<file path="config.mk">
export PLATFORM = sky130hd
export DESIGN_NAME = mdrop_addr_filter
export DESIGN_NICKNAME = d
export VERILOG_FILES = /design/src/rtl/mdrop_pkg.sv /design/src/rtl/mdrop_rx_gate.sv /design/src/rtl/mdrop_tx_framer.sv /design/src/rtl/mdrop_addr_filter.sv
export SDC_FILE = /design/constraint.sdc
export NUM_CORES = 1
export LEC_CHECK = 0
export ABC_AREA = 1
export ABC_CLOCK_PERIOD_IN_PS = 800
export BUFFER_PORTS_ARGS = -buffer_cell sky130_fd_sc_hd__buf_2
export CAP_MARGIN = 20
export CELL_PAD_IN_SITES_DETAIL_PLACEMENT = 1
export CELL_PAD_IN_SITES_GLOBAL_PLACEMENT = 1
export CORE_MARGIN = 3
export CORE_UTILIZATION = 27
export CTS_CLUSTER_DIAMETER = 150
export DETAILED_ROUTE_END_ITERATION = 8
export PLACE_DENSITY_LB_ADDON = 0.1
export SLEW_MARGIN = 20
export SYNTH_ARGS = -nofsm -noshare
export SYNTH_HDL_FRONTEND = slang
export SYNTH_HIERARCHICAL = 1
export SYNTH_SLANG_ARGS = --single-unit
</file>
<file path="constraint.sdc">
create_clock -name clk -period 0.8 [get_ports clk]
set_input_delay 0.16 -clock clk [delete_from_list [all_inputs] [get_ports clk]]
set_output_delay 0.16 -clock clk [all_outputs]
set_load 0.05 [all_outputs]
</file>
<file path="src/rtl/mdrop_pkg.sv">
package mdrop_pkg;
  localparam int BYTE_W = 8;
  localparam int CHAR_W = BYTE_W + 1;
  localparam int MARK_B = CHAR_W - 1;

  typedef logic [BYTE_W-1:0] byte_t;
  typedef logic [CHAR_W-1:0] char_t;

  function automatic logic is_addr(char_t c);
    return c[MARK_B];
  endfunction

  function automatic logic addr_hit(char_t c, byte_t own);
    return c[MARK_B] && (c[BYTE_W-1:0] == own);
  endfunction

  function automatic char_t frame(logic mark, byte_t b);
    return {mark, b};
  endfunction
endpackage

</file>
<file path="src/rtl/mdrop_rx_gate.sv">
module mdrop_rx_gate
  import mdrop_pkg::*;
(
  input  logic  clk,
  input  logic  rst_n,
  input  logic  md_enable,
  input  logic  keep_addr,
  input  byte_t own_addr,
  input  logic  rx_valid,
  input  char_t rx_char,
  output logic  rxf_valid,
  output byte_t rxf_data,
  output logic  addressed,
  output logic  ev_hit,
  output logic  ev_miss
);
  logic pass_now;

  always_comb begin
    ev_hit  = rx_valid && md_enable && addr_hit(rx_char, own_addr);
    ev_miss = rx_valid && md_enable && is_addr(rx_char) && !addr_hit(rx_char, own_addr);
    if (!md_enable)
      pass_now = rx_valid;
    else if (is_addr(rx_char))
      pass_now = ev_hit && keep_addr;
    else
      pass_now = rx_valid && addressed;
  end

  always_ff @(posedge clk) begin
    if (!rst_n) begin
      addressed <= 1'b0;
    end else if (!md_enable) begin
      addressed <= 1'b0;
    end else if (ev_hit) begin
      addressed <= 1'b1;
    end else if (ev_miss) begin
      addressed <= 1'b0;
    end
  end

  always_ff @(posedge clk) begin
    if (!rst_n) begin
      rxf_valid <= 1'b0;
      rxf_data  <= '0;
    end else begin
      rxf_valid <= pass_now;
      if (rx_valid) rxf_data <= rx_char[BYTE_W-1:0];
    end
  end
endmodule

</file>
<file path="src/rtl/mdrop_tx_framer.sv">
module mdrop_tx_framer
  import mdrop_pkg::*;
(
  input  logic  clk,
  input  logic  rst_n,
  input  logic  md_enable,
  input  logic  txa_wr,
  input  byte_t txa_byte,
  input  logic  thr_wr,
  input  byte_t thr_byte,
  output logic  tx_valid,
  output char_t tx_word,
  output logic  ev_tx_addr,
  output logic  ev_tx_data
);
  always_comb begin
    ev_tx_addr = txa_wr && md_enable;
    ev_tx_data = thr_wr && !ev_tx_addr;
  end

  always_ff @(posedge clk) begin
    if (!rst_n) begin
      tx_valid <= 1'b0;
      tx_word  <= '0;
    end else begin
      tx_valid <= ev_tx_addr || ev_tx_data;
      if (ev_tx_addr)
        tx_word <= frame(1'b1, txa_byte);
      else if (ev_tx_data)
        tx_word <= frame(1'b0, thr_byte);
    end
  end
endmodule

</file>
<file path="src/rtl/mdrop_addr_filter.sv">
module mdrop_addr_filter
  import mdrop_pkg::*;
(
  input  logic              clk,
  input  logic              rst_n,
  input  logic              md_enable,
  input  logic              keep_addr,
  input  logic [BYTE_W-1:0] own_addr,
  input  logic              rx_valid,
  input  logic [CHAR_W-1:0] rx_char,
  output logic              rxf_valid,
  output logic [BYTE_W-1:0] rxf_data,
  input  logic              txa_wr,
  input  logic [BYTE_W-1:0] txa_byte,
  input  logic              thr_wr,
  input  logic [BYTE_W-1:0] thr_byte,
  output logic              tx_valid,
  output logic [CHAR_W-1:0] tx_word
);
  logic addressed;
  logic ev_hit;
  logic ev_miss;
  logic ev_tx_addr;
  logic ev_tx_data;

  mdrop_rx_gate u_rx (
    .clk       (clk),
    .rst_n     (rst_n),
    .md_enable (md_enable),
    .keep_addr (keep_addr),
    .own_addr  (own_addr),
    .rx_valid  (rx_valid),
    .rx_char   (rx_char),
    .rxf_valid (rxf_valid),
    .rxf_data  (rxf_data),
    .addressed (addressed),
    .ev_hit    (ev_hit),
    .ev_miss   (ev_miss)
  );

  mdrop_tx_framer u_tx (
    .clk        (clk),
    .rst_n      (rst_n),
    .md_enable  (md_enable),
    .txa_wr     (txa_wr),
    .txa_byte   (txa_byte),
    .thr_wr     (thr_wr),
    .thr_byte   (thr_byte),
    .tx_valid   (tx_valid),
    .tx_word    (tx_word),
    .ev_tx_addr (ev_tx_addr),
    .ev_tx_data (ev_tx_data)
  );
endmodule

</file>
# == After elaboration in Yosys (flattened, before gate mapping) ==
# Cells that the tools add are included.
# word_totals
register_bits,20
latchBits,0
ram_bits,0
rom_bits,0
inputBits,40
out_inout_bits,19
elab_cells,27
mem_count,0
# classes
n_addsub,0
n_mul,0
div_mod_pow,0
n_lt_le_gt_ge,0
eq_ne,1
shifts,0
mux,6
bitwise_logic,0
n_reduce_logical,15
# op_table
operator,count
$mux 9,2
$logic_and 1x1->1,9
$eq 8x8->1,1
$mux 1,4
$reduce_bool 2->1,2
$logic_not 1->1,2
$reduce_and 2->1,1
$logic_or 1x1->1,1

# == Depth between registers and ports, before layout ==
# Gate-level depths: netlist (run 1).
# depth
depth_word,6
depth_mapped,8
depth_no_buf,8

# == By module ==
# Netlist (run 1), hierarchy kept.
# by_module_without_submodules
mod,instances,cells_per_inst,area_per_inst_um2,seq_area_each_um2
mdrop_tx_framer,1,79,593.1,200.2
mdrop_rx_gate,1,94,576.8,200.2

# == Worst setup path after synthesis (run 1) ==
# Ideal clock, no wire load.
# synth_timing
path_type,reg-to-reg
startpoint,"register, netlist name u_tx/tx_word[2]"
endpoint,register u_tx.tx_word[2]
setup_time_ns,0.072
t_arrival_ns,0.867
path_slack_ns,-0.140
stages_incl_launch_ff,3
n_path_buf,0
path_cell_list,dfxtp_1 nand3_1 a21oi_1
# synth_lines
item,line,rtl
"end signal, assigned",mdrop_tx_framer.sv:28,"tx_word <= frame(1'b1, txa_byte);"
"end signal, assigned",mdrop_tx_framer.sv:30,"tx_word <= frame(1'b0, thr_byte);"
"end, declared",mdrop_tx_framer.sv:12,"output char_t tx_word,"

# == Final worst setup path (run 1) ==
# layout_timing
startpoint,register u_tx.tx_word[6]
endpoint,output port tx_word[6]
# layout_lines
item,line,rtl
"end, declared",mdrop_addr_filter.sv:18,output logic [CHAR_W-1:0] tx_word
# No word-level cell between the ends.

==> results summary, run 1 <==
At the end of routability-driven placement, the weighted congestion stood at 0.809. The global router's overall resource usage came out at 0.143. The maximum ir drop on the vdd rail is 0.00131 V. The level count of the clock H-tree came out at 1. The overall via count from detail_route is 1301. From synthesis to final layout, the design area changed by 69.9%. The number of antenna repair diodes is 0.

The clock period minus final worst setup slack is 0.920 ns. The initial standard-cell utilization of the core came out at 0.292. Leaving out fill and tap cells, the most frequent cells in the layout are nand2_1, buf_2, buf_4, buf_8, dfxtp_2. Of the total power, the share spent switching nets is 0.328. The total congestion overflow came out at 0.

The part of the power in registers came out at 0.410. TritonCTS built the clock tree. The count of buffers added on input and output ports is 58. The cell sitting at the root of the clock tree is a clkbuf_8. Setup repair after global routing could not meet its margin everywhere. The worst setup path is launched from a register.

Setup violations remaining at the end of the flow were counted as 21. Across the routed clock network, the largest skew measured is 0.0000610 ns. The startpoint of the most critical hold path is rx_char[3]. The clock passes through at most 2 buffers. The number of hold buffers added after cts came out at 0. The final setup TNS is -2.05 ns. The first-iteration detailed-routing DRC count is 29. The net count after synthesis is 201. A synthesized cell averages 6.90 um^2.

For this run, global-route usage on met1 was measured as 0.160. The internal portion of total power came out at 0.00186 W. The signal on the critical path passes through buf_8.

The Yosys step of the flow raised 6 warnings. The wire length per cell is 12.7 um. In the final layout, flip-flops and latches occupy 424 um^2. The clock latency on the worst-skew pair came out at 0.26 ns.

For the worst setup path, the data required time is 0.64 ns. The biggest cell delay along the critical path is 0.35 ns. The fill cell instance count of the final layout came out at 480. The post-route DRC violation count is 0.

The peak-usage layer in the global routing report is met2. The wire-length estimate of the detail-placed layout is 2690 um. From left edge to right edge, the die measures 70.2 um. The most common library cell in the layout ignoring fill and taps is nand2_1. Clock-pin slew was measured on the worst setup and hold paths at 0.07 ns. The reported max-cap violation count came out at 0. The area of the die is 4920 um^2. The ratio of final minimum period to clock period came out at 1.15. The min-delay analysis places its worst path in the category input pin to register.

The via count of the first global-routing pass came out at 1335. Data arrives at the worst endpoint at 0.76 ns. The switching component of the power came out at 0.000909 W. The worst path buffer plus inverter count is 1. For this run, global-route usage on met3 was measured as 0.0403.

The site row count came out at 22. The largest fanout on the critical path came out at 2. The worst hold slack across all endpoints is 0.149 ns. The proportion of power drawn by the clock network is 0.237. The initial antenna violation count is 0.

The area of the multi-input gates is 553 um^2. The critical path is of the register to output pin type. The overall die height came out at 70.2 um. The fraction of final layout cells sized beyond drive strength 1 came out at 0.546. The total standard cell area after synthesis came out at 1110 um^2. The max-slew violation count came out at 0. The leakage power came out at 0.980 nW. In this run the remaining antenna-violating nets after routing total 0. The critical path's top delay family is flip-flops. The sum of routed wire length over all layers is 3640 um. The total count of hold-check failures in the final report is 0. After layout, the worst setup slack is -0.120 ns.

The floorplan core area is 3800 um^2. The tightest slew margin relative to the limit came out at 0.784. The number of detailed-route iterations in the first pass came out at 3. The number of buffers created by CTS is 3. The average vias per placed instance is 4.55. STA classifies the critical path endpoint as an output pin. The most critical setup path has its startpoint at u_tx/tx_word[6]. The measured slew at the worst slew-check pin came out at 0.321 ns.

The checks that failed: negative setup slack. The library cell contributing the largest single delay on the critical path is dfxtp_2. Entering global routing, the biggest net connects 19 pins.

The wire length of the first global-routing pass is 5810 um. The met2 track demand over resource in global routing is 0.272. The power density normalized to cell area came out at 1470 nW/um^2.

The upper clock frequency limit is 1.09 GHz. The number of top-level design ports is 59. The flow ran to the end, but the final reports show violations. The number of clock sinks is 20.

In this run the critical register-to-register path is launched from u_tx/tx_word[7]. Of the total power, combinational logic draws 0.353. The synthesized netlist cell count came out at 161. The total number of nets in the final design is 280.
==> stage by stage <==
step / utilization / instances / setup slack (ns) / instance area, um^2 / total power (W)
final: 0.497 / 286 / -0.120 / 1890 / 0.00277
after CTS: 0.461 / 281 / -0.133 / 1750 / 0.00273
after floorplan: - / 161 / 0.0155 / 1130 / 0.00164
after detailed placement: 0.395 / 273 / -0.197 / 1500 / 0.00188
after global routing: 0.497 / 286 / -0.161 / 1890 / 0.00294
after global placement: 0.395 / 273 / -0.126 / 1500 / 0.00186
==> area by class of cell <==
type | count | share of cell area
timing repair buffer | 81 | 0.372
clock buffer | 3 | 0.0219
inverter | 27 | 0.0563
tap | 48 | 0.0318
sequential | 20 | 0.225
multi-input combinational | 107 | 0.293
==> metal layers <==
| metal | wire length, um | vias to the layer above |
|---|---|---|
| li1 | - | 657 |
| met1 | 1510 | 609 |
| met2 | 1950 | 33 |
| met3 | 161 | 2 |
| met4 | 12 | 0 |
| met5 | 0 | - |
==> sequential cells by signal, summed over array words and instances, names as in the netlist <==
name / cells
u_rx/rxf_valid: 1
u_tx/tx_valid: 1
u_rx/addressed: 1
u_rx/rxf_data: 8
u_tx/tx_word: 9
==> power by group through the flow <==
stage | clock, W | combinational [W] | sequential [W]
6_report | 0.000657 | 0.000978 | 0.00114
5_1_grt | 0.000744 | 0.00106 | 0.00114
4_1_cts | 0.000698 | 0.000898 | 0.00113
3_5_place_dp | 0 | 0.000752 | 0.00113
3_3_place_gp | 0 | 0.000728 | 0.00113
2_1_floorplan | 0 | 0.000266 | 0.00137
==> worst reg2reg max path, stage by stage (launching register included) <==
cell and delay (ns):
dfxtp_2 0.35, buf_4 0.10, buf_4 0.09, nand3_2 0.05, a21oi_1 0.15
==> timing repair <==
item,in CTS,in global routing
resized for setup,53,32
pin swaps,0,13
endpoints found under the setup margin,19,20
setup buffers,5,5
==> final timing paths <==
path	to	slack, ns	cells past startpoint
worst max-delay path	tx_word[6]	-0.12	1
worst min register to register	u_rx/addressed	0.48	2
worst max register to register	u_tx/tx_word[7]	-0.03	4
worst min-delay path	u_rx/rxf_data[3]	0.15	3
Power figures use the tool's default switching activity.
==> inputs of run 2 (changes only) <==
--- a/config.mk
+++ b/config.mk
@@ -6,13 +6,13 @@
 export NUM_CORES = 1
 export LEC_CHECK = 0
 export ABC_AREA = 1
-export ABC_CLOCK_PERIOD_IN_PS = 800
+export ABC_CLOCK_PERIOD_IN_PS = 1000
 export BUFFER_PORTS_ARGS = -buffer_cell sky130_fd_sc_hd__buf_2
 export CAP_MARGIN = 20
 export CELL_PAD_IN_SITES_DETAIL_PLACEMENT = 1
 export CELL_PAD_IN_SITES_GLOBAL_PLACEMENT = 1
 export CORE_MARGIN = 3
-export CORE_UTILIZATION = 27
+export CORE_UTILIZATION = 30
 export CTS_CLUSTER_DIAMETER = 150
 export DETAILED_ROUTE_END_ITERATION = 8
 export PLACE_DENSITY_LB_ADDON = 0.1
==> constraint.sdc (replaced) <==
create_clock -name clk -period 1 [get_ports clk]
set_input_delay 0.2 -clock clk [delete_from_list [all_inputs] [get_ports clk]]
set_output_delay 0.2 -clock clk [all_outputs]
set_load 0.05 [all_outputs]
==> run 2 against run 1 <==
Effect of this change: largest cell class is now multi-input combinational cells; core utilization decreased by 1.8 points; worst setup slack gained 0.15 ns; first-iteration DRC count increased by 45%; the flow now finishes without violations.
==> results summary, run 2 (synthesis gave the netlist of run 1 again) <==
The run finished with clean final reports. Summed over all cells, the static leakage comes to 0.876 nW. For this configuration, the core starts out at a cell density of 0.323. Setup repair after global routing could not meet its margin everywhere. The number of port buffers is 58.

The clock latency on the worst-skew pair is 0.26 ns. Measured along the x axis, the die boundary spans 66.9 um. Counting along the longest clock path gives a buffer depth of 2. The number of placed instances, taps included, is 260. The fraction of final layout cells sized beyond drive strength 1 came out at 0.434. The global router's overall resource usage is 0.159.

The overall die height came out at 66.9 um. The top cell types in the final layout, fill and taps aside, are nand2_1, buf_2, inv_1, a21oi_1, dfxtp_2. The largest fanout on the critical path came out at 2. The data required time at the worst endpoint is 0.80 ns. The top register by number of flip-flops is u_tx/tx_word.

The reported max-cap violation count is 0. Summed over all layers, the global routing overflow is 0. The antenna violation net count after detailed routing came out at 0. The wire length per cell came out at 13.0 um. Clock-pin slew was measured on the worst setup and hold paths at 0.08 ns. The max-slew violation count is 0.

The repair_antennas step left the layout with diodes totalling 0. The number of clock sinks came out at 20. The maximum ir drop on the vdd rail is 0.000524 V. The final non-filler cell total is 267.

The post-detailed-placement half-perimeter wirelength came out at 2580 um. The via count of the first global-routing pass came out at 1282. The layout has 440 filler cells. Together, buffers and inverters on the worst path number 1. Leaving out fill and tap cells, the most frequent cell in the layout is nand2_1. The pin count of the biggest net entering global routing came out at 19.

The count of endpoints failing setup in the final report is 0. The level count of the clock H-tree came out at 1. The number of detailed-route iterations in the first pass is 4. The tightest slew margin relative to the limit is 0.786.

The worst path arrival time is 0.77 ns. The total count of hold-check failures in the final report came to 0. The sum of routed wire length over all layers came out at 3460 um. The flip-flop count of the largest register, all copies and words added is 9.

The first-iteration detailed-routing DRC count came out at 42. The wire length of the first global-routing pass is 5480 um. The CTS tree is built.

For the pin with the worst max-slew slack, the measured transition is 0.319 ns. The cell sitting at the root of the clock tree is a clkbuf_8. The floorplan core area is 3440 um^2. The die covers 4470 um^2. The clock period minus final worst setup slack came out at 0.974 ns. The worst hold path belongs to the class input pin to register. The average vias per placed instance came out at 4.53. STA classifies the critical path endpoint as an output pin. The number of hold buffers added after cts is 0. Buffers inserted during clock tree synthesis total 3. For this design the ratio of total power to cell area is 1440 nW/um^2.

The critical path is of the register to output pin type. The final estimated routing congestion in global placement is 0.707. The upper clock frequency limit is 1.03 GHz. Broken down by cell family, the worst path's largest delay share belongs to flip-flops.

On the worst path, the slowest cell contributes a delay of 0.35 ns. The clock tree skew after final layout is 0.00584 ns. In the final timing run, aggregate negative setup slack is 0 ns.

The library cell contributing the largest single delay on the critical path is dfxtp_2. The area added between synthesis and finish came out at 48.4%. The detailed router placed 1210 vias in this run.

The initial antenna violation count came out at 0. Traced cell by cell, the critical path runs through buf_6. The largest registers in the layout are u_tx/tx_word x9, u_rx/rxf_data x8. The net count of the finished layout is 262. The kind of start point of the critical path is a register. The ratio of final minimum period to clock period is 0.974.

In this run the core area contains 21 standard-cell rows. The number of top-level design ports is 59. The post-route DRC violation count is 0.
run 2: cell types whose count changed in the layout (fill, tap and decap cells not counted), sizes merged:
| cell | delta |
|---|---|
| bufinv | +1 |
| buf | -18 |
run 2: area by class of cell:
| class | instances | area [um^2] | share of cell area |
|---|---|---|---|
| flip-flops and latches | 20 | 419 | 0.254 |
| clock inverters | 1 | 30.0 | 0.0182 |
| inverters | 27 | 101 | 0.0615 |
| repair buffers | 63 | 469 | 0.285 |
| multi-input cells | 107 | 531 | 0.322 |
| well taps | 46 | 57.6 | 0.0349 |
| clock buffers | 3 | 41.3 | 0.0250 |
run 2: layer usage:
metal | part of all wire | GRT usage | routed length [um]
met1 | 0.44 | 0.203 | 1510
met2 | 0.51 | 0.271 | 1770
met3 | 0.050 | 0.0304 | 172
met4 | 0.0046 | 0.0456 | 16
met5 | 0 | 0 | 0
run 2: final timing paths:
check	slack [ns]	from	end	cells after the start
setup / recovery	0.03	u_tx/tx_word[1]	tx_word[1]	1
hold reg to reg	0.47	u_rx/addressed	u_rx/addressed	2
setup reg to reg	0.22	u_tx/tx_word[3]	u_tx/tx_word[3]	3
hold / removal	0.20	rx_char[7]	u_rx/rxf_data[7]	3
run 2: through the flow:
stage               hold slack, ns  utilization  area, um^2  setup WS [ns]  power, W
floorplan                    0.316            -        1110         0.0604   0.00130
global placement             0.445        0.405        1400         0.0416   0.00144
detailed placement           0.462        0.405        1400        -0.0117   0.00147
CTS                          0.199        0.454        1560        0.00272   0.00234
global route                 0.193        0.479        1650       -0.00395   0.00250
finish                       0.197        0.479        1650         0.0264   0.00237
run 2: timing repair:
action,CTS,global route
endpoints found under the hold margin,0,0
endpoints found under the setup margin,19,18
gates resized for setup,37,22
setup buffers,0,3
run 2: power breakdown:
group          internal (W)  switching [W]  total, W
clock network      0.000534       0.000275  0.000809
logic              0.000258       0.000402  0.000659
registers          0.000860      0.0000435  0.000903
